File: src/rtl/ratio_interp.sv
module ratio_interp #(
  parameter int DW     = 16,
  parameter int CW     = 16,
  parameter int FRAC   = 14,
  parameter int L_A    = 7,
  parameter int L_B    = 8,
  parameter int M_DOWN = 2
) (
  input  logic          clk,
  input  logic          rst_n,
  input  logic          flush,
  input  logic          ratio_sel,
  input  logic          in_valid,
  output logic          in_ready,
  input  logic [DW-1:0] in_data,
  output logic          out_valid,
  output logic [DW-1:0] out_data
);
  localparam int TAPS  = 4;
  localparam int L_MAX = (L_A > L_B) ? L_A : L_B;
  localparam int PW    = $clog2(L_MAX + M_DOWN);
  localparam int IW    = $clog2(L_MAX);
  localparam int FW    = $clog2(TAPS + 1);
  localparam int PRODW = DW + CW;
  localparam int ACCW  = PRODW + 2;
  localparam logic [FW-1:0] FULL = FW'(TAPS);
  localparam logic [PW-1:0] LA_W = PW'(L_A);
  localparam logic [PW-1:0] LB_W = PW'(L_B);
  localparam logic [PW-1:0] M_W  = PW'(M_DOWN);
  localparam logic signed [ACCW-1:0] HALF = ACCW'(1) <<< (FRAC - 1);
  localparam logic signed [ACCW-1:0] MAXV = ACCW'((1 <<< (DW - 1)) - 1);
  localparam logic signed [ACCW-1:0] MINV = -ACCW'(1 <<< (DW - 1));

  function automatic int lag_coef(input int l, input int p, input int k);
    longint n, lw, pw;
    lw = longint'(l);
    pw = longint'(p);
    case (k)
      0:       n = -pw * (pw - lw) * (pw - 2 * lw);
      1:       n = 3 * (pw + lw) * (pw - lw) * (pw - 2 * lw);
      2:       n = -3 * (pw + lw) * pw * (pw - 2 * lw);
      default: n = (pw + lw) * pw * (pw - lw);
    endcase
    return int'((n * (longint'(1) <<< FRAC)) / (6 * lw * lw * lw));
  endfunction

  logic signed [CW-1:0] bank_a [L_MAX][TAPS];
  logic signed [CW-1:0] bank_b [L_MAX][TAPS];

  for (genvar gp = 0; gp < L_MAX; gp++) begin : g_ph
    for (genvar gk = 0; gk < TAPS; gk++) begin : g_tap
      assign bank_a[gp][gk] = (gp < L_A) ? CW'(lag_coef(L_A, gp, gk)) : '0;
      assign bank_b[gp][gk] = (gp < L_B) ? CW'(lag_coef(L_B, gp, gk)) : '0;
    end
  end

  logic                 mode_q, need;
  logic [PW-1:0]        ph;
  logic [FW-1:0]        fill;
  logic signed [DW-1:0] hist [TAPS];

  logic [PW-1:0] l_act, ph_sum, ph_nxt;
  logic          issue, accept, wrap;

  assign l_act    = mode_q ? LB_W : LA_W;
  assign issue    = (fill == FULL) && !need;
  assign in_ready = !issue;
  assign accept   = in_valid && in_ready;
  assign ph_sum   = ph + M_W;
  assign wrap     = ph_sum >= l_act;
  assign ph_nxt   = wrap ? ph_sum - l_act : ph_sum;

  always_ff @(posedge clk) begin
    if (!rst_n || flush) begin
      mode_q <= ratio_sel;
      ph     <= '0;
      fill   <= '0;
      need   <= 1'b0;
      for (int i = 0; i < TAPS; i++) hist[i] <= '0;
    end else begin
      if (accept) begin
        for (int i = 0; i < TAPS - 1; i++) hist[i] <= hist[i+1];
        hist[TAPS-1] <= in_data;
        if (fill != FULL) fill <= fill + 1'b1;
        need <= 1'b0;
      end
      if (issue) begin
        ph   <= ph_nxt;
        need <= wrap;
      end
    end
  end

  logic signed [PRODW-1:0] prod [TAPS];
  logic signed [ACCW-1:0]  pair0, pair1, tot, shr;
  logic                    v1, v2;

  always_ff @(posedge clk) begin
    if (!rst_n || flush) begin
      v1        <= 1'b0;
      v2        <= 1'b0;
      out_valid <= 1'b0;
    end else begin
      v1        <= issue;
      v2        <= v1;
      out_valid <= v2;
    end
  end

  always_ff @(posedge clk) begin
    if (!rst_n) begin
      for (int i = 0; i < TAPS; i++) prod[i] <= '0;
      pair0    <= '0;
      pair1    <= '0;
      out_data <= '0;
    end else begin
      if (issue)
        for (int i = 0; i < TAPS; i++)
          prod[i] <= (mode_q ? bank_b[ph[IW-1:0]][i] : bank_a[ph[IW-1:0]][i]) * hist[i];
      if (v1) begin
        pair0 <= ACCW'(prod[0]) + ACCW'(prod[1]);
        pair1 <= ACCW'(prod[2]) + ACCW'(prod[3]);
      end
      if (v2)
        out_data <= (shr > MAXV) ? DW'(MAXV) : (shr < MINV) ? DW'(MINV) : shr[DW-1:0];
    end
  end

  assign tot = pair0 + pair1 + HALF;
  assign shr = tot >>> FRAC;

  a_r4_phase_range: assert property (@(posedge clk) disable iff (!rst_n)
    ph < l_act);
  a_r5_phase_hold: assert property (@(posedge clk) disable iff (!rst_n)
    (!issue && !flush) |=> $stable(ph));
  a_r5_data_hold: assert property (@(posedge clk) disable iff (!rst_n)
    !v2 |=> $stable(out_data));
  a_r6_mode_frozen: assert property (@(posedge clk) disable iff (!rst_n)
    !flush |=> $stable(mode_q));
  a_r7_flush_kills: assert property (@(posedge clk) disable iff (!rst_n)
    flush |=> !out_valid);
endmodule

File: config.mk
export PLATFORM = sky130hd
export DESIGN_NAME = ratio_interp
export DESIGN_NICKNAME = d
export VERILOG_FILES = /design/src/rtl/ratio_interp.sv
export SDC_FILE = /design/constraint.sdc
export NUM_CORES = 2
export LEC_CHECK = 0
export BUFFER_PORTS_ARGS = -buffer_cell sky130_fd_sc_hd__buf_2
export CORE_UTILIZATION = 30
export DETAILED_ROUTE_END_ITERATION = 8
export PLACE_DENSITY = 0.48
export SYNTH_ARGS = -nofsm -noshare
export SYNTH_HDL_FRONTEND = slang
export SYNTH_SLANG_ARGS = --single-unit
File: constraint.sdc
create_clock -name clk -period 14.9 [get_ports clk]
set_input_delay 0.745 -clock clk [delete_from_list [all_inputs] [get_ports clk]]
set_output_delay 0.745 -clock clk [all_outputs]
set_load 0.05 [all_outputs]
==> flow_summary_export.csv <==
group,metric,value,unit
worst_setup_path,cp_common_cell,"fa_1",
min_path,hp-class,"input port to flop",
routing,via_per_inst,4.68,
timing,tns,0,ns
placement,gp_congestion,0.844,
timing,tightest_slew,1.02,ns
cts,cts_resized,0,
timing,setup_slack,6.32,ns
cts,cts.path.max_buffers,3,
logic_synthesis,syn-cell-area,0.0479,mm^2
routing,dr.pass1.iters,7,
global_route,gr-total-overflow,0,
run_status,status,"completed",
pwr,ir_drop,0.0000965,V
worst_setup_path,rr_worst_depth,27,
pwr,pwr_density_cell,42.7,mW/mm^2
logic_synthesis,synth_area_leaders,"fa_1 (32%), ha_1 (15%), edfxtp_1 (12%)",
cts,cts_hold_buf,0,
worst_setup_path,cp.arrival,8.92,ns
worst_setup_path,cp-startpoint,"ph[1]",
logic_synthesis,yosys_warnings,0,
placement,portBuffers,38,
final_layout,seqCellArea,0.00766,mm^2
final_layout,fill_cells,16500,
timing,finalClockSkew,0.0499,ns
worst_setup_path,cp_max_fo,16,
timing,relSlewSlack,31.8,%
global_route,grt_pass1_vias,35800,
final_layout,fin_nets,6472,
floorplanning,core-area,0.159,mm^2
timing,fin_crit_sh,57.6,%
logic_synthesis,async_reset_ff_share,0,%
worst_setup_path,crit_slowest_cell,"dfxtp_1",
cts,cts.sinks,286,
routing,routedWlPerCell,17.7,um
routing,drc_errors,0,
logic_synthesis,synth_area_per_cell,9.28,um^2
cts,cts_tree,"yes",
logic_synthesis,synth_nets,6515,
floorplanning,dieArea,0.161,mm^2
final_layout,area_delta_synth_final,8.42,%
timing,timing.fmax,116,MHz
timing,fin_crit,8.58,ns
worst_setup_path,worstReg2RegStart,"ph[1]",
worst_setup_path,critical_path_cell_count,27,
floorplanning,die_h,402,um
cts,clk_latency,0.61,ns
floorplanning,die_w,402,um
logic_synthesis,synthCells,5165,
global_route,grt_use_total,16.1,%
cts,clk_pin_slew,0.06,ns
cts,cts-root-buf,"clkbuf_16",
routing,antenna_left,0,
global_route,grt_pass1_wl,204,mm
routing,wl,128,mm
worst_setup_path,cp_num_buf_inv,5,
worst_setup_path,cpPeakStageDelay,0.66,ns
worst_setup_path,worst-setup-path-type,"flop to flop",
cts,htreeDepth,2,
worst_setup_path,path_delay_family,"adder cells",
logic_synthesis,ys_seq_area_share,16.0,%
logic_synthesis,ys_types,89,
logic_synthesis,synth_top_area_share,31.7,%
logic_synthesis,synth_edf_count,193,
floorplanning,rows,146,
timing,setup_viol,0,
job,maxCapViolations,0,
worst_setup_path,worst_setup_path_start_kind,"flop",
worst_setup_path,regToRegSetupSlack,6.32,ns
timing,hold_viol,0,
final_layout,multi_input_area,0.0359,mm^2
final_layout,drive_above_1_share,4.64,%
global_route,grt_max_degree,76,
routing,drt_iter0_markers,1731,
final_layout,n_antenna_cell,0,
logic_synthesis,synth_flop_cell,"edfxtp_1",
worst_setup_path,r2r-end,"prod[3][31]",
worst_setup_path,crit_end,"prod[3][31]",
floorplanning,start_util,30.2,%
timing,rsz0062_at_grt,"no",
final_layout,layout_common_cells,"inv_1 (1009), fa_1 (759), ha_1 (570)",
placement,dp_slack,6.38,ns
pwr,power,0.00222,W
pwr,p_leak,25.9,nW
timing,drv_slew,0,
worst_setup_path,end_kind,"flop",
global_route,antenna_found_initial,12,
final_layout,layout_commonest_cell,"inv_1",
cts,post_cts_buffers,0,
placement,dp_hpwl,104,mm
logic_synthesis,ys_ff_latch,286,
cts,cts_buffers,40,
timing,fin_hold_ws,0.300,ns
logic_synthesis,yosys.area.top_type,"fa_1",
worst_setup_path,cp.required,15.24,ns
routing,routed-via-count,33800,
floorplanning,ios,39,
## registers in the layout (all words and copies together), names as in the netlist
register,cells
fill,3
hist,64
mode_q,1
need,1
out_data,16
out_valid,1
pair0,33
pair1,33
ph,4
prod,128
v1,1
v2,1
## Yosys cell counts (all sizes together) (63+ instances only)
master	instances
clkbuf	177
and2	487
nand3	63
xnor2	93
xor2	70
fa	759
a21o	73
inv	1011
dfxtp	93
ha	570
edfxtp	193
a21oi	209
nand2	488
nor2	282
o21ai	126
## metal layers
metal  part of all wire [%]  global-route usage, %  vias to the layer above
met1                     48                   23.0                    16900
met2                     45                   26.0                      604
met3                    4.8                   2.18                      106
met5                  0.015                      0                        -
met4                    1.6                   2.84                        4
li1                       -                      -                    16200
## worst min path at each step
stage,cells after the start,slack (ns),from,endpoint
after floorplan,2,0.44,pair1[4],pair1[4]
after global placement,2,0.46,pair0[4],pair0[4]
after detailed placement,2,0.46,out_data[15],out_data[15]
after CTS,2,0.25,flush,v1
after global routing,2,0.27,flush,v1
final,2,0.30,flush,v1
## where the power goes
group | switching (W) | leakage, nW | internal [W]
registers | 0.0000456 | 2.83 | 0.000867
clock network | 0.000420 | 0.677 | 0.000615
logic | 0.000171 | 22.4 | 0.0000982
total | 0.000637 | 25.9 | 0.00158
## cell families after synthesis
group                    Yosys count  synth area share (%)
AO/OA/AOI/OAI                    621                  8.38
AND/OR/NAND/NOR                 1533                  16.0
flip-flops                       286                  16.0
buffers and inverters           1196                  9.38
XOR/XNOR                         163                  2.98
multiplexers                      37                 0.772
adder cells (fa/ha/maj)         1329                  46.6
## through the flow
stage	utilization, %	instance area (um^2)	instances
floorplan	-	47900	5165
CTS	32.8	52000	7226
detailed placement	31.9	50600	7152
finish	32.8	52000	7226
global route	32.8	52000	7226
global placement	31.9	50600	7152
## final cells by class
cell class	count	share of cell area [%]
clock buffers	45	1.98
clock inverters	29	0.741
inverters	1012	7.31
multi-input cells	3683	69.0
flip-flops and latches	286	14.7
well taps	2072	4.99
repair buffers	99	1.25
Power figures use the tool's default switching activity.
